<file path="config.mk">
export PLATFORM = sky130hd
export DESIGN_NAME = page_prog_seq
export DESIGN_NICKNAME = d
export VERILOG_FILES = /design/src/rtl/ppb_pkg.sv /design/src/rtl/ppb_buffer.sv /design/src/rtl/ppb_addr_gen.sv /design/src/rtl/ppb_ctrl.sv /design/src/rtl/ppb_wport.sv /design/src/rtl/page_prog_seq.sv
export SDC_FILE = /design/constraint.sdc
export NUM_CORES = 1
export LEC_CHECK = 0
export BUFFER_PORTS_ARGS = -buffer_cell sky130_fd_sc_hd__buf_2
export CELL_PAD_IN_SITES_DETAIL_PLACEMENT = 1
export CELL_PAD_IN_SITES_GLOBAL_PLACEMENT = 1
export CORE_MARGIN = 3
export CORE_UTILIZATION = 53
export CTS_CLUSTER_SIZE = 25
export DETAILED_ROUTE_END_ITERATION = 16
export GPL_TIMING_DRIVEN = 0
export PLACE_DENSITY_LB_ADDON = 0.1
export SLEW_MARGIN = 10
export SYNTH_ARGS = -nofsm -noshare
export SYNTH_HDL_FRONTEND = slang
export SYNTH_SLANG_ARGS = --single-unit
export TNS_END_PERCENT = 5
</file>
<file path="constraint.sdc">
create_clock -name clk -period 3.2 [get_ports clk]
set_input_delay 0 -clock clk [delete_from_list [all_inputs] [get_ports clk]]
set_output_delay 0 -clock clk [all_outputs]
set_load 0.005 [all_outputs]
</file>
<file path="src/rtl/ppb_pkg.sv">
package ppb_pkg;

    typedef enum logic {
        POL_REJECT = 1'b0,
        POL_WRAP   = 1'b1
    } ovf_pol_e;

    function automatic logic wp_blocks(input logic wp_enable, input logic wp_level,
                                       input logic addr_msb);
        return wp_enable & wp_level & addr_msb;
    endfunction

endpackage

</file>
<file path="src/rtl/ppb_buffer.sv">
module ppb_buffer #(
    parameter int PAGE_BYTES = 8,
    parameter int DATA_W     = 8,
    localparam int IDX_W     = $clog2(PAGE_BYTES)
) (
    input  logic              clk,
    input  logic              rst_n,
    input  logic              wr_en,
    input  logic [IDX_W-1:0]  wr_idx,
    input  logic [DATA_W-1:0] wr_data,
    input  logic [IDX_W-1:0]  rd_idx,
    output logic [DATA_W-1:0] rd_data
);

    logic [DATA_W-1:0] slot_d [PAGE_BYTES];
    logic [DATA_W-1:0] slot_q [PAGE_BYTES];

    for (genvar g = 0; g < PAGE_BYTES; g++) begin : g_slot
        always_comb begin
            slot_d[g] = slot_q[g];
            if (wr_en && (wr_idx == IDX_W'(g))) begin
                slot_d[g] = wr_data;
            end
        end

        always_ff @(posedge clk or negedge rst_n) begin
            if (!rst_n) begin
                slot_q[g] <= '0;
            end else begin
                slot_q[g] <= slot_d[g];
            end
        end
    end

    assign rd_data = slot_q[rd_idx];

endmodule

</file>
<file path="src/rtl/ppb_addr_gen.sv">
module ppb_addr_gen #(
    parameter int ADDR_W     = 8,
    parameter int PAGE_BYTES = 8,
    localparam int IDX_W     = $clog2(PAGE_BYTES)
) (
    input  logic [ADDR_W-1:0] base_addr,
    input  logic [IDX_W-1:0]  slot_idx,
    output logic [ADDR_W-1:0] slot_addr
);

    logic [IDX_W-1:0] low_bits;

    always_comb begin
        low_bits  = base_addr[IDX_W-1:0] + slot_idx;
        slot_addr = {base_addr[ADDR_W-1:IDX_W], low_bits};
    end

endmodule

</file>
<file path="src/rtl/ppb_ctrl.sv">
module ppb_ctrl
    import ppb_pkg::*;
#(
    parameter int       ADDR_W     = 8,
    parameter int       PAGE_BYTES = 8,
    parameter ovf_pol_e OVF_POL    = POL_WRAP,
    parameter bit       WP_EN      = 1'b1,
    localparam int      IDX_W      = $clog2(PAGE_BYTES),
    localparam int      CNT_W      = $clog2(PAGE_BYTES + 1)
) (
    input  logic              clk,
    input  logic              rst_n,
    input  logic              addr_load,
    input  logic [ADDR_W-1:0] start_addr,
    input  logic              byte_vld,
    input  logic              start_evt,
    input  logic              stop_evt,
    input  logic              wp_in,
    input  logic              ms_tick,
    output logic              ack_vld,
    output logic              ack_ok,
    output logic              busy,
    output logic              buf_we,
    output logic [IDX_W-1:0]  buf_idx,
    output logic              prog_issue,
    output logic [IDX_W-1:0]  prog_idx,
    output logic [ADDR_W-1:0] base_addr
);

    localparam logic [CNT_W-1:0] PAGE_CNT = CNT_W'(PAGE_BYTES);

    typedef struct packed {
        logic              busy;
        logic              abort;
        logic [CNT_W-1:0]  cnt;
        logic [IDX_W-1:0]  wr_idx;
        logic [IDX_W-1:0]  prog_idx;
        logic [ADDR_W-1:0] base;
        logic              ack_vld;
        logic              ack_ok;
    } ctrl_s;

    ctrl_s ctl_d, ctl_q;
    logic  page_full;
    logic  wp_hit;
    logic  last_slot;
    logic  store_en;

    always_comb begin
        page_full = (ctl_q.cnt == PAGE_CNT);
        wp_hit    = wp_blocks(WP_EN, wp_in, ctl_q.base[ADDR_W-1]);
        last_slot = ((CNT_W'(ctl_q.prog_idx) + CNT_W'(1)) == ctl_q.cnt);
        store_en  = 1'b0;

        ctl_d         = ctl_q;
        ctl_d.ack_vld = 1'b0;
        ctl_d.ack_ok  = 1'b0;

        if (ctl_q.busy) begin
            if (ms_tick) begin
                ctl_d.prog_idx = ctl_q.prog_idx + IDX_W'(1);
                if (last_slot) begin
                    ctl_d.busy     = 1'b0;
                    ctl_d.cnt      = '0;
                    ctl_d.wr_idx   = '0;
                    ctl_d.prog_idx = '0;
                end
            end
            if (byte_vld) begin
                ctl_d.ack_vld = 1'b1;
            end
        end else if (addr_load) begin
            ctl_d.base   = start_addr;
            ctl_d.cnt    = '0;
            ctl_d.wr_idx = '0;
            ctl_d.abort  = 1'b0;
        end else if (start_evt) begin
            ctl_d.cnt    = '0;
            ctl_d.wr_idx = '0;
            ctl_d.abort  = 1'b0;
        end else if (stop_evt) begin
            if ((ctl_q.cnt != '0) && !ctl_q.abort) begin
                ctl_d.busy     = 1'b1;
                ctl_d.prog_idx = '0;
            end else begin
                ctl_d.cnt    = '0;
                ctl_d.wr_idx = '0;
                ctl_d.abort  = 1'b0;
            end
        end else if (byte_vld) begin
            ctl_d.ack_vld = 1'b1;
            if (ctl_q.abort) begin
                ctl_d.ack_ok = 1'b0;
            end else if (wp_hit) begin
                ctl_d.abort = 1'b1;
            end else if (page_full && (OVF_POL == POL_REJECT)) begin
                ctl_d.abort = 1'b1;
            end else begin
                ctl_d.ack_ok = 1'b1;
                store_en     = 1'b1;
                ctl_d.wr_idx = ctl_q.wr_idx + IDX_W'(1);
                if (!page_full) begin
                    ctl_d.cnt = ctl_q.cnt + CNT_W'(1);
                end
            end
        end
    end

    always_ff @(posedge clk or negedge rst_n) begin
        if (!rst_n) begin
            ctl_q <= '0;
        end else begin
            ctl_q <= ctl_d;
        end
    end

    assign ack_vld    = ctl_q.ack_vld;
    assign ack_ok     = ctl_q.ack_ok;
    assign busy       = ctl_q.busy;
    assign buf_we     = store_en;
    assign buf_idx    = ctl_q.wr_idx;
    assign prog_issue = ctl_q.busy & ms_tick;
    assign prog_idx   = ctl_q.prog_idx;
    assign base_addr  = ctl_q.base;

    p_cnt_bound_r3: assert property (@(posedge clk) disable iff (!rst_n)
        ctl_q.cnt <= PAGE_CNT)
        else $error("page count beyond page size");

    p_busy_from_stop_r5: assert property (@(posedge clk) disable iff (!rst_n)
        $rose(ctl_q.busy) |-> $past(stop_evt))
        else $error("busy rose without STOP");

    p_busy_nack_r10: assert property (@(posedge clk) disable iff (!rst_n)
        (ctl_q.ack_vld && $past(ctl_q.busy)) |-> !ctl_q.ack_ok)
        else $error("byte accepted while programming");

    p_wp_nack_r7: assert property (@(posedge clk) disable iff (!rst_n)
        (ctl_q.ack_vld && ctl_q.ack_ok) |->
            !(WP_EN && $past(wp_in) && $past(ctl_q.base[ADDR_W-1])))
        else $error("protected byte accepted");

    p_evt_onehot_r2: assert property (@(posedge clk) disable iff (!rst_n)
        $onehot0({addr_load, byte_vld, start_evt, stop_evt}))
        else $error("event strobes overlap");

endmodule

</file>
<file path="src/rtl/ppb_wport.sv">
module ppb_wport #(
    parameter int ADDR_W = 8,
    parameter int DATA_W = 8
) (
    input  logic              clk,
    input  logic              rst_n,
    input  logic              issue,
    input  logic [ADDR_W-1:0] addr_in,
    input  logic [DATA_W-1:0] data_in,
    output logic              we,
    output logic [ADDR_W-1:0] addr,
    output logic [DATA_W-1:0] data
);

    typedef struct packed {
        logic              we;
        logic [ADDR_W-1:0] addr;
        logic [DATA_W-1:0] data;
    } wport_s;

    wport_s wp_d, wp_q;

    always_comb begin
        wp_d    = wp_q;
        wp_d.we = issue;
        if (issue) begin
            wp_d.addr = addr_in;
            wp_d.data = data_in;
        end
    end

    always_ff @(posedge clk or negedge rst_n) begin
        if (!rst_n) begin
            wp_q <= '0;
        end else begin
            wp_q <= wp_d;
        end
    end

    assign we   = wp_q.we;
    assign addr = wp_q.addr;
    assign data = wp_q.data;

    p_we_single_r6: assert property (@(posedge clk) disable iff (!rst_n)
        wp_q.we |=> !wp_q.we)
        else $error("array write longer than one cycle");

endmodule

</file>
<file path="src/rtl/page_prog_seq.sv">
module page_prog_seq
    import ppb_pkg::*;
#(
    parameter int       ADDR_W     = 8,
    parameter int       DATA_W     = 8,
    parameter int       PAGE_BYTES = 8,
    parameter ovf_pol_e OVF_POL    = POL_WRAP,
    parameter bit       WP_EN      = 1'b1
) (
    input  logic              clk,
    input  logic              rst_n,
    input  logic              addr_load,
    input  logic [ADDR_W-1:0] start_addr,
    input  logic              byte_vld,
    input  logic [DATA_W-1:0] byte_data,
    input  logic              start_evt,
    input  logic              stop_evt,
    input  logic              wp_in,
    input  logic              ms_tick,
    output logic              ack_vld,
    output logic              ack_ok,
    output logic              busy,
    output logic              arr_we,
    output logic [ADDR_W-1:0] arr_addr,
    output logic [DATA_W-1:0] arr_wdata
);

    localparam int IDX_W = $clog2(PAGE_BYTES);

    logic              buf_we;
    logic [IDX_W-1:0]  buf_idx;
    logic              prog_issue;
    logic [IDX_W-1:0]  prog_idx;
    logic [ADDR_W-1:0] base_addr;
    logic [ADDR_W-1:0] slot_addr;
    logic [DATA_W-1:0] slot_data;

    ppb_ctrl #(
        .ADDR_W     (ADDR_W),
        .PAGE_BYTES (PAGE_BYTES),
        .OVF_POL    (OVF_POL),
        .WP_EN      (WP_EN)
    ) u_ctrl (
        .clk        (clk),
        .rst_n      (rst_n),
        .addr_load  (addr_load),
        .start_addr (start_addr),
        .byte_vld   (byte_vld),
        .start_evt  (start_evt),
        .stop_evt   (stop_evt),
        .wp_in      (wp_in),
        .ms_tick    (ms_tick),
        .ack_vld    (ack_vld),
        .ack_ok     (ack_ok),
        .busy       (busy),
        .buf_we     (buf_we),
        .buf_idx    (buf_idx),
        .prog_issue (prog_issue),
        .prog_idx   (prog_idx),
        .base_addr  (base_addr)
    );

    ppb_buffer #(
        .PAGE_BYTES (PAGE_BYTES),
        .DATA_W     (DATA_W)
    ) u_buf (
        .clk     (clk),
        .rst_n   (rst_n),
        .wr_en   (buf_we),
        .wr_idx  (buf_idx),
        .wr_data (byte_data),
        .rd_idx  (prog_idx),
        .rd_data (slot_data)
    );

    ppb_addr_gen #(
        .ADDR_W     (ADDR_W),
        .PAGE_BYTES (PAGE_BYTES)
    ) u_agen (
        .base_addr (base_addr),
        .slot_idx  (prog_idx),
        .slot_addr (slot_addr)
    );

    ppb_wport #(
        .ADDR_W (ADDR_W),
        .DATA_W (DATA_W)
    ) u_wport (
        .clk     (clk),
        .rst_n   (rst_n),
        .issue   (prog_issue),
        .addr_in (slot_addr),
        .data_in (slot_data),
        .we      (arr_we),
        .addr    (arr_addr),
        .data    (arr_wdata)
    );

    p_last_write_r6: assert property (@(posedge clk) disable iff (!rst_n)
        $fell(busy) |-> arr_we)
        else $error("busy fell without final array write");

endmodule

</file>
* Word-level counts from Yosys, hierarchy flattened
Cells that the tools add are included.
Storage, ports and cells: register bits 103, bits of input ports 24, output and inout bits 20, word-level logic and storage cells 108
Cells by class: add/sub/neg operators 5, order comparisons 1, equality and inequality tests 18, multiplexer cells 40, bitwise operators 4, reduce and logical (&&, ||, !) cells 21
Operators with widths (number):
- 8-bit 2-to-1 mux | 8
- 10-bit 2-to-1 mux | 3
- 8-bit binary-select mux with 3-bit select | 1
- 5-bit by 4-bit != test with 1-bit output, second input constant | 4
- 1-bit 2-to-1 mux | 18
- 3-bit == test, second input constant | 4
- 3-bit 2-to-1 mux | 4
- 1-bit logical AND | 9
- 2-bit 2-to-1 mux | 4
- 4-bit nonzero test | 2
- 7-bit 2-to-1 mux | 1
- 7-bit AND reduction | 1
- 3-bit by 1-bit adder with 3-bit output, second input constant | 2
- 3-bit by 2-bit == test with 1-bit output, second input constant | 2
- 6-bit AND reduction | 1
- 5-bit AND reduction | 1
- 5-bit nonzero test | 1
- 3-bit by 1-bit adder with 4-bit output, second input constant | 1
- 4-bit by 1-bit adder with 4-bit output, second input constant | 1
- 4-bit == test | 1
- 4-bit == test, second input constant | 1
- 4-bit greater-or-equal comparator, second input constant | 1
- 4-bit 2-to-1 mux | 1
- 2-bit by 1-bit != test with 1-bit output, second input constant | 2
- 12 further kinds | 15

* Longest topological paths before layout
Gate-level depths: netlist (run 1).
word-level depth 9, gate-level depth with buffers 6

* Hierarchy
Synthesis (run 1) repeated with hierarchy kept, for this count alone.
Second synthesis, totals: cells, all modules 344, area total of the unflattened synthesis 5083.6 um^2
By module, submodules not included:
- ppb_buffer | instances 1, cells an instance 172, area each 2992.9 um^2, sequential area each 1601.5 um^2
- ppb_ctrl | instances 1, cells an instance 129, area each 1322.5 um^2, sequential area each 550.5 um^2
- ppb_wport | instances 1, cells an instance 35, area each 674.4 um^2, sequential area each 425.4 um^2
- ppb_addr_gen | instances 1, cells an instance 8, area each 93.8 um^2, sequential area each 0.0 um^2

* Least setup slack after synthesis (run 1)
OpenSTA, ideal clock, no wires.
kind reg-to-reg, start point register u_ctrl.ctl_q, in the netlist u_ctrl.prog_idx[1], end point register u_ctrl.ctl_q, in the netlist u_ctrl.buf_idx[2], setup time 0.125 ns, data arrival time 1.904 ns, data required time 3.075 ns, path slack 1.172 ns, stages on the path, launching flop included 7, buffers on the path 1, period minus slack after synthesis 2.028 ns, path through dfrtp_1 > clkbuf_1 > inv_1 > o41ai_1 > nor4_1 > a21oi_1 > mux2_2
Between the ends: word-level cells in the longest chain between the ends 4
RTL lines:
- start: declaration | RTL line ppb_ctrl.sv:43 | ctrl_s ctl_d, ctl_q;
- start signal: assignment | RTL line ppb_ctrl.sv:113 | ctl_q <= ctl_d;
- 3-bit by 1-bit adder with 4-bit output | RTL line ppb_ctrl.sv:52 | last_slot = ((CNT_W'(ctl_q.prog_idx) + CNT_W'(1)) == ctl_q.cnt);
- 4-bit == test | RTL line ppb_ctrl.sv:52
- 2-bit != test (no line)
- 6-bit AND reduction (no line)
No other way between the ends. A chain may end at the register's enable or synchronous reset.

* Worst setup path after layout (run 1)
Same ends and word-level chain as after synthesis.

==> results of run 1 <==
==> cell families (layout without fill, tap and decap cells) <==
logic type                 Yosys count  after routing  synth area share
buffers and inverters               21            101            0.0174
adders and majority gates           11             11            0.0311
AOI/OAI and AO/OA                   29             29            0.0437
xor gates and xnor gates             4              4           0.00750
and+or+nand+nor                     51             51            0.0549
muxes                              107            107             0.294
DFF                                103            103             0.552
==> layer usage <==
layer  wire, µm  global-route usage  vias up
li1           -                   -     1342
met1       4570               0.293     1524
met2       5480               0.408       41
met3        275              0.0354       14
met4        150              0.0683        0
met5          0                   0        -
==> layout make-up <==
cell class                 instances  share of cell area
clock buffer                      11              0.0243
inverter                          12             0.00832
buffer                             9             0.00670
sequential                       103               0.476
timing repair buffer              64              0.0829
clock inverter                     5             0.00624
multi-input combinational        202               0.371
tap                              105              0.0243
==> placed cells by master (no fill, tap or decap), types with 3 or more instances in the layout <==
master / netlist / routed
nor4_1: 3 / 3
dfrtp_1: 103 / 103
mux2_2: 80 / 80
xnor2_1: 3 / 3
ha_1: 10 / 10
nand2_2: 3 / 3
a21oi_1: 5 / 5
nor2_1: 6 / 6
o21ai_0: 12 / 12
nand2_1: 18 / 18
a31oi_1: 3 / 3
nand2b_1: 3 / 3
mux4_2: 16 / 16
mux2i_1: 11 / 11
dlygate4sd3_1: 0 / 20
clkbuf_8: 0 / 9
buf_2: 2 / 44
nor3_1: 5 / 5
nand3_1: 4 / 4
clkbuf_1: 7 / 9
inv_1: 12 / 12
==> path summary, 6_finish.rpt <==
| kind | startpoint | to | depth (start not counted) |
|---|---|---|---|
| min reg2reg | u_wport.data[7]$_DFFE_PN0P_ | u_wport.data[7]$_DFFE_PN0P_ | 2 |
| max | u_ctrl.prog_idx[1]$_DFFE_PN0P_ | u_ctrl.buf_idx[2]$_DFFE_PN0P_ | 6 |
| max reg2reg | u_ctrl.prog_idx[1]$_DFFE_PN0P_ | u_ctrl.buf_idx[2]$_DFFE_PN0P_ | 6 |
| max in group asynchronous | rst_n | u_buf.slot_q[25]$_DFFE_PN0P_ | 3 |
| min | byte_data[7] | u_buf.slot_q[55]$_DFFE_PN0P_ | 2 |
| min in group asynchronous | rst_n | u_wport.addr[5]$_DFFE_PN0P_ | 2 |
==> registers in the layout, indices dropped and copies added, names as in the netlist <==
name and flops:
u_buf.slot_q 64, u_ctrl.ack_ok 1, u_ctrl.ack_vld 1, u_ctrl.base_addr 8
u_ctrl.buf_idx 3, u_ctrl.busy 1, u_ctrl.ctl_q 5, u_ctrl.prog_idx 3
u_wport.addr 8, u_wport.data 8, u_wport.we 1
==> per-stage QoR <==
stage	total power, µW	utilization	cells	area, µm²	setup slack (ns)
after global placement	2670	0.599	474	5020	0.648
after floorplan	2360	-	326	4670	1.17
after global routing	3670	0.646	511	5420	0.428
after CTS	3480	0.646	511	5420	0.602
final	3450	0.646	511	5420	0.622
after detailed placement	2730	0.603	475	5050	0.611
==> power by group <==
| part | internal, µW | switching (µW) | leakage [µW] |
|---|---|---|---|
| combinational | 526 | 538 | 0.00119 |
| sequential | 1510 | 132 | 0.00138 |
| clock | 284 | 455 | 0.0000797 |
| total | 2320 | 1130 | 0.00265 |
==> results.sh, run 1 <==
export IMPL_status="finished, final reports clean"
export IMPL_synth_seq_cells=103
export IMPL_critPathKind="reg2reg"
export IMPL_final_setup_skew_ns=0.0139
export IMPL_cp_start_kind="register"
export IMPL_holdWs_ns=0.0157
export IMPL_dp_final_hpwl_um=7070
export IMPL_worstPathArrival_ns=2.83
export IMPL_worstPathRequired_ns=3.46
export IMPL_cpMaxStageDelayCell="nor4_1"
export IMPL_worst_path_max_fanout=10
export IMPL_cts_sinks=103
export IMPL_synth_most_common_cell="dfrtp_1"
export IMPL_syn_avg_cell_area_um2=14.3
export IMPL_core_area_um2=8380
export IMPL_viasPerCell=5.72
export IMPL_leakagePower_uw=0.00265
export IMPL_clockBufferDepth=2
export IMPL_fillCellCount=814
export IMPL_gp_congestion=0.781
export IMPL_cpPeakStageDelay_ns=0.76
export IMPL_synthToLayoutAreaGrowth_pct=16.0
export IMPL_drt_pass1_iterations=4
export IMPL_grt_pass1_vias=3356
export IMPL_clk_pin_slew_ns=0.10
export IMPL_ioPinCount=44
export IMPL_end_kind="register"
export IMPL_die_h_um=99.9
export IMPL_hold_viol_final=0
export IMPL_path_cells="clkbuf_1, nand2b_1, a31oi_1, nor4_1, a21oi_1, mux2_2"
export IMPL_antenna_found_initial=0
export IMPL_hold_buffers=20
export IMPL_grt_usage=0.231
export IMPL_die_x_um=99.9
export IMPL_ir_drop_uv=270
export IMPL_post_drt_wl_per_cell_um=20.5
export IMPL_p_per_area_nw_per_um2=637
export IMPL_synthCells=326
export IMPL_cts_root_buf="clkbuf_8"
export IMPL_ys_flop_type="dfrtp_1"
export IMPL_ys_top_cells_by_count="103 x dfrtp_1, 80 x mux2_2, 18 x nand2_1"
export IMPL_drive_gt1_frac=0.399
export IMPL_period_minus_slack_ns=2.58
export IMPL_regArea_um2=2580
export IMPL_ant_nets=0
export IMPL_ys_seq_area_frac=0.552
export IMPL_tightest_slew_ns=0.933
export IMPL_path_buf_inv=1
export IMPL_synth_edf_count=0
export IMPL_n_antenna_cell=0
export IMPL_reg2reg_slack_ns=0.62
export IMPL_fp_dieArea_um2=9980
export IMPL_synth_cell_types=36
export IMPL_grt_pass1_wl_um=17400
export IMPL_syn_area_um2=4670
export IMPL_postCtsSetupRepairBufs=0
export IMPL_final_max_slew_violation_count=0
export IMPL_fin_tns_setup_ns=0
export IMPL_grt_overflow_total=0
export IMPL_fin_crit_sh=0.806
export IMPL_synth_fp_nets=361
export IMPL_drt_total_wl_um=10500
export IMPL_yosys_area_top_type="dfrtp_1"
export IMPL_cts_resized=0
export IMPL_drv_cap=0
export IMPL_synthTopCellsByArea="dfrtp_1 55%, mux2_2 19%, mux4_2 7.7%"
export IMPL_num_vias=2921
export IMPL_rsz0062_at_grt="false"
export IMPL_drtIter0Drc=116
export IMPL_cpLargestDelayFamily="simple AND/OR/NAND/NOR gates"
export IMPL_synth_top_area_frac=0.552
export IMPL_hp_class="in2reg"
export IMPL_multiInputGateArea_um2=2010
export IMPL_portBuffers=43
export IMPL_htree_num_levels=3
export IMPL_start_util=0.557
export IMPL_ys_warn_count=0
export IMPL_cts_tree="yes"
export IMPL_grt_start_max_net_pins=74
export IMPL_slew_headroom=0.378
export IMPL_remaining_drc_errors=0
export IMPL_async_reset_ff_frac=1.00
export IMPL_cts_made_buffers=9
export IMPL_worstSkewPairLatency_ns=0.37
export IMPL_rows=33
export IMPL_timing_fmax_mhz=388
export IMPL_fin_nets=436
export IMPL_finalSetupViolations=0
No activity file was read; power rests on OpenSTA's default activity.
==> inputs of run 2 (changes only) <==
Settings changed: CORE_UTILIZATION 53 to 44.
Clock period 3.2 ns to 2.2 ns, I/O delays scaled along.
==> results.sh, run 2 (synthesis gave the netlist of run 1 again) <==
export IMPL_fp_dieArea_um2=11900
export IMPL_drt_pass1_iterations=4
export IMPL_grt_start_max_net_pins=84
export IMPL_cp_start_kind="register"
export IMPL_swShare=0.325
export IMPL_worstPathArrival_ns=2.33
export IMPL_drive_gt1_frac=0.432
export IMPL_power_switching_uw=1700
export IMPL_period_minus_slack_ns=2.05
export IMPL_reg2reg_depth=6
export IMPL_cts_root_buf="clkbuf_8"
export IMPL_portBuffers=43
export IMPL_fin_area_um2=5580
export IMPL_die_h_um=109
export IMPL_final_max_slew_violation_count=0
export IMPL_fin_tns_setup_ns=0
export IMPL_reg2reg_slack_ns=0.15
export IMPL_cpPeakStageDelay_ns=0.44
export IMPL_power_internal_uw=3540
export IMPL_mostFrequentLayoutCells="103 x dfrtp_1, 80 x mux2_2, 42 x buf_2, 21 x dlygate4sd3_1"
export IMPL_drtIter0Drc=152
export IMPL_timing_fmax_mhz=489
export IMPL_cts_tree="yes"
export IMPL_start_util=0.465
export IMPL_fin_crit_sh=0.930
export IMPL_hp_class="in2async"
export IMPL_clockPowerShare=0.237
export IMPL_ir_drop_uv=499
export IMPL_grt_pass1_vias=3121
export IMPL_post_dp_cell_area_um2=5090
export IMPL_drv_cap=0
export IMPL_post_drt_wl_per_cell_um=19.3
export IMPL_cts_sinks=103
export IMPL_clockBufferDepth=2
export IMPL_finalSetupViolations=0
export IMPL_post_route_util=0.556
export IMPL_final_setup_skew_ns=0.0127
export IMPL_fin_nets=440
export IMPL_antenna_found_initial=0
export IMPL_hold_viol_final=0
export IMPL_end_kind="register"
export IMPL_comb_power_share=0.306
export IMPL_top_register="u_buf.slot_q"
export IMPL_power_uw=5240
export IMPL_grt_overflow_total=0
export IMPL_slew_headroom=0.365
export IMPL_dp_final_hpwl_um=6810
export IMPL_final_common_cell="dfrtp_1"
export IMPL_rr_endpoint="u_ctrl.ctl_q[18]$_DFFE_PN0P_"
export IMPL_grt_usage=0.197
export IMPL_fillCellCount=1033
export IMPL_drt_total_wl_um=10500
export IMPL_n_antenna_cell=0
export IMPL_ant_nets=0
export IMPL_core_area_um2=10000
export IMPL_synthToLayoutAreaGrowth_pct=19.5
export IMPL_largest_reg_flops=64
export IMPL_htree_num_levels=3
export IMPL_viasPerCell=5.33
export IMPL_gp_congestion=0.765
export IMPL_remaining_drc_errors=0
export IMPL_p_seq_frac=0.457
export IMPL_clk_pin_slew_ns=0.11
export IMPL_worstSkewPairLatency_ns=0.39
export IMPL_leakagePower_uw=0.00271
export IMPL_critPathKind="reg2reg"
export IMPL_status="finished, final reports clean"
export IMPL_r2r_start="u_ctrl.prog_idx[0]$_DFFE_PN0P_"
export IMPL_num_vias=2895
export IMPL_grt_pass1_wl_um=17200
export IMPL_rows=36
export IMPL_cpLargestDelayFamily="simple AND/OR/NAND/NOR gates"
export IMPL_path_buf_inv=0
export IMPL_worst_path_max_fanout=5
export IMPL_rsz0062_at_grt="false"
export IMPL_worstPathRequired_ns=2.48
export IMPL_die_x_um=109
export IMPL_cpMaxStageDelayCell="nor4_4"
export IMPL_p_per_area_nw_per_um2=940
export IMPL_cts_made_buffers=9
export IMPL_path_cells="ha_1, xnor2_1, o41ai_2, nor4_4, nor2_1, a211o_1"
export IMPL_tightest_slew_ns=0.952
export IMPL_ioPinCount=44
## run 2: worst max-delay path by stage
| stage | from | to | cells past startpoint |
|---|---|---|---|
| CTS | u_ctrl.ctl_q[20]$_DFFE_PN0P_ | u_buf.slot_q[17]$_DFFE_PN0P_ | 4 |
| finish | u_ctrl.prog_idx[0]$_DFFE_PN0P_ | u_ctrl.ctl_q[18]$_DFFE_PN0P_ | 6 |
| detailed placement | u_ctrl.prog_idx[1]$_DFFE_PN0P_ | u_ctrl.buf_idx[2]$_DFFE_PN0P_ | 6 |
| global route | u_ctrl.busy$_DFF_PN0_ | u_wport.data[1]$_DFFE_PN0P_ | 5 |
| floorplan | u_ctrl.prog_idx[1]$_DFFE_PN0P_ | u_ctrl.buf_idx[2]$_DFFE_PN0P_ | 6 |
| global placement | u_ctrl.prog_idx[1]$_DFFE_PN0P_ | u_ctrl.buf_idx[0]$_DFFE_PN0P_ | 6 |
## run 2: power groups by stage
stage / clock network [µW] / logic, µW / registers (µW)
global placement: 0 / 1480 / 2410
detailed placement: 0 / 1540 / 2430
global route: 1370 / 1790 / 2440
CTS: 1300 / 1630 / 2400
floorplan: 0 / 1030 / 2400
finish: 1240 / 1600 / 2400
## run 2: timing repair
action | in CTS | in global routing
gates cloned | 0 | 0
hold buffers | 21 | 0
pin swaps | 0 | 1
gates resized for setup | 6 | 9
endpoints found under the setup margin | 50 | 67
setup buffers | 0 | 3
hold endpoints to repair | 178 | 0
## run 2: worst register-to-register path, stage by stage, from the launching register on
cell and delay, ns:
dfrtp_1 0.42, ha_1 0.34, xnor2_1 0.17, o41ai_2 0.13, nor4_4 0.44, nor2_1 0.14
a211o_1 0.31
## run 2: area by class of cell
| class | instances | area [µm²] | share of cell area |
|---|---|---|---|
| inverter | 12 | 45.0 | 0.00807 |
| multi-input combinational | 202 | 2060 | 0.369 |
| tap | 133 | 166 | 0.0298 |
| buffer | 9 | 46.3 | 0.00830 |
| sequential | 103 | 2580 | 0.462 |
| clock buffer | 9 | 124 | 0.0222 |
| clock inverter | 7 | 81.3 | 0.0146 |
| timing repair buffer | 68 | 482 | 0.0863 |
## run 2: through the flow
step / hold slack, ns / worst slack [ns] / cells
3_3_place_gp: 0.221 / -0.362 / 502
5_1_grt: 0.0127 / 0.00546 / 543
4_1_cts: 0.00512 / -0.182 / 540
6_report: 0.0180 / 0.153 / 543
2_1_floorplan: -0.296 / 0.172 / 326
3_5_place_dp: -0.136 / -0.374 / 503
## run 2: per-layer routing
metal	up-vias	GRT usage	wire [µm]
li1	1358	-	-
met1	1502	0.268	4940
met2	25	0.321	5190
met3	10	0.0462	237
met4	0	0.0514	126
met5	-	0	0
==> inputs of run 3 (changes only) <==
Settings changed: CORE_MARGIN 3 to 8.
==> results.sh, run 3 (synthesis gave the netlist of run 1 again) <==
export IMPL_status="finished, final reports clean"
export IMPL_path_cells="clkbuf_2, inv_1, o41ai_2, nor4_4, a21oi_1, mux2_2"
export IMPL_cpPeakStageDelay_ns=0.49
export IMPL_cpMaxStageDelayCell="o41ai_2"
export IMPL_synthToLayoutAreaGrowth_pct=18.2
export IMPL_htree_num_levels=3
export IMPL_worstPathRequired_ns=2.47
export IMPL_grt_pass1_vias=3267
export IMPL_cp_start_kind="register"
export IMPL_antenna_found_initial=0
export IMPL_top_register="u_buf.slot_q"
export IMPL_dp_final_hpwl_um=6990
export IMPL_clockBufferDepth=2
export IMPL_leakagePower_uw=0.00268
export IMPL_cts_root_buf="clkbuf_8"
export IMPL_core_area_um2=10300
export IMPL_end_kind="register"
export IMPL_die_h_um=119
export IMPL_portBuffers=43
export IMPL_ant_nets=0
export IMPL_path_buf_inv=2
export IMPL_rows=37
export IMPL_gp_congestion=0.759
export IMPL_layoutNonFillerInstCount=543
export IMPL_remaining_drc_errors=0
export IMPL_p_per_area_nw_per_um2=936
export IMPL_num_vias=2951
export IMPL_regArea_um2=2580
export IMPL_grt_start_max_net_pins=83
export IMPL_hp_class="in2async"
export IMPL_drt_pass1_iterations=4
export IMPL_reg2reg_slack_ns=0.005
export IMPL_slew_headroom=0.389
export IMPL_fp_dieArea_um2=14200
export IMPL_worstSkewPairLatency_ns=0.38
export IMPL_cts_sinks=103
export IMPL_grt_overflow_total=0
export IMPL_power_uw=5170
export IMPL_fin_tns_setup_ns=0
export IMPL_hold_viol_final=0
export IMPL_placed_cells=506
export IMPL_grt_usage=0.159
export IMPL_worstPathArrival_ns=2.46
export IMPL_viasPerCell=5.43
export IMPL_period_minus_slack_ns=2.20
export IMPL_rsz0062_at_grt="true"
export IMPL_finalSetupViolations=0
export IMPL_drive_gt1_frac=0.405
export IMPL_fillCellCount=1064
export IMPL_final_common_cell="dfrtp_1"
export IMPL_largest_reg_flops=64
export IMPL_clk_pin_slew_ns=0.09
export IMPL_fin_crit_sh=0.998
export IMPL_critPathKind="reg2reg"
export IMPL_n_antenna_cell=0
export IMPL_cts_tree="yes"
export IMPL_cpLargestDelayFamily="compound AO/OA/AOI/OAI gates"
export IMPL_final_setup_skew_ns=0.0110
export IMPL_grt_pass1_wl_um=17800
export IMPL_multiInputGateArea_um2=2040
export IMPL_worst_path_max_fanout=10
export IMPL_mostFrequentLayoutCells="103 x dfrtp_1, 80 x mux2_2, 43 x buf_2, 21 x dlygate4sd3_1, 18 x nand2_1"
export IMPL_fin_nets=437
export IMPL_postCtsSetupRepairBufs=0
export IMPL_die_x_um=119
export IMPL_final_max_slew_violation_count=0
export IMPL_start_util=0.452
export IMPL_post_drt_wl_per_cell_um=19.1
export IMPL_drt_total_wl_um=10400
export IMPL_post_route_util=0.535
export IMPL_drv_cap=0
export IMPL_timing_fmax_mhz=455
export IMPL_ioPinCount=44
export IMPL_ir_drop_uv=358
export IMPL_drtIter0Drc=81
export IMPL_cts_made_buffers=9
export IMPL_tightest_slew_ns=0.916
-- run 3: cell types whose count changed in the layout (fill, tap and decap cells not counted), sizes merged --
cell	delta
inv	-2
clkinv	-3
clkinvlp	+1
clkbuf	+3
buf	-2
-- run 3: final cells by class --
type | count | share of cell area
Inverter | 12 | 0.00816
Timing Repair Buffer | 65 | 0.0831
Sequential cell | 103 | 0.467
Clock inverter | 3 | 0.00770
Buffer | 9 | 0.00725
Clock buffer | 13 | 0.0270
Multi-Input combinational cell | 202 | 0.369
Tap cell | 136 | 0.0308
-- run 3: final timing paths --
path / from / depth (start not counted) / end
max reg2reg: u_ctrl.prog_idx[1]$_DFFE_PN0P_ / 6 / u_ctrl.buf_idx[2]$_DFFE_PN0P_
max: u_ctrl.prog_idx[1]$_DFFE_PN0P_ / 6 / u_ctrl.buf_idx[2]$_DFFE_PN0P_
min reg2reg: u_wport.data[4]$_DFFE_PN0P_ / 2 / u_wport.data[4]$_DFFE_PN0P_
min in group clk: ms_tick / 4 / u_ctrl.busy$_DFF_PN0_
max in group asynchronous: rst_n / 3 / u_buf.slot_q[63]$_DFFE_PN0P_
min: rst_n / 2 / u_wport.addr[6]$_DFFE_PN0P_
-- run 3: repair_timing --
item | CTS | global route
pin swaps | 0 | 1
endpoints found under the hold margin | 178 | 0
gates resized for setup | 4 | 2
hold buffers | 21 | 0
endpoints found under the setup margin | 40 | 76
-- run 3: stage by stage --
step                      hold slack, ns  area (µm²)  setup WS [ns]
after detailed placement          -0.130        5090         -0.392
after global placement             0.210        5060         -0.334
after CTS                         0.0178        5510         -0.128
final                             0.0279        5520        0.00455
after floorplan                   -0.296        4670          0.172
after global routing              0.0453        5520         -0.189
-- run 3: power breakdown --
group	internal [µW]	switching [µW]	leakage, µW
Combinational	782	794	0.00121
Clock	558	643	0.0000936
Sequential	2200	191	0.00138
-- run 3: per-layer routing --
metal,GRT usage,share of wire,up-vias
met3,0.0491,0.034,9
met1,0.198,0.46,1561
met2,0.262,0.50,30
met4,0.0443,0.011,0
met5,0,0,-
li1,-,-,1351
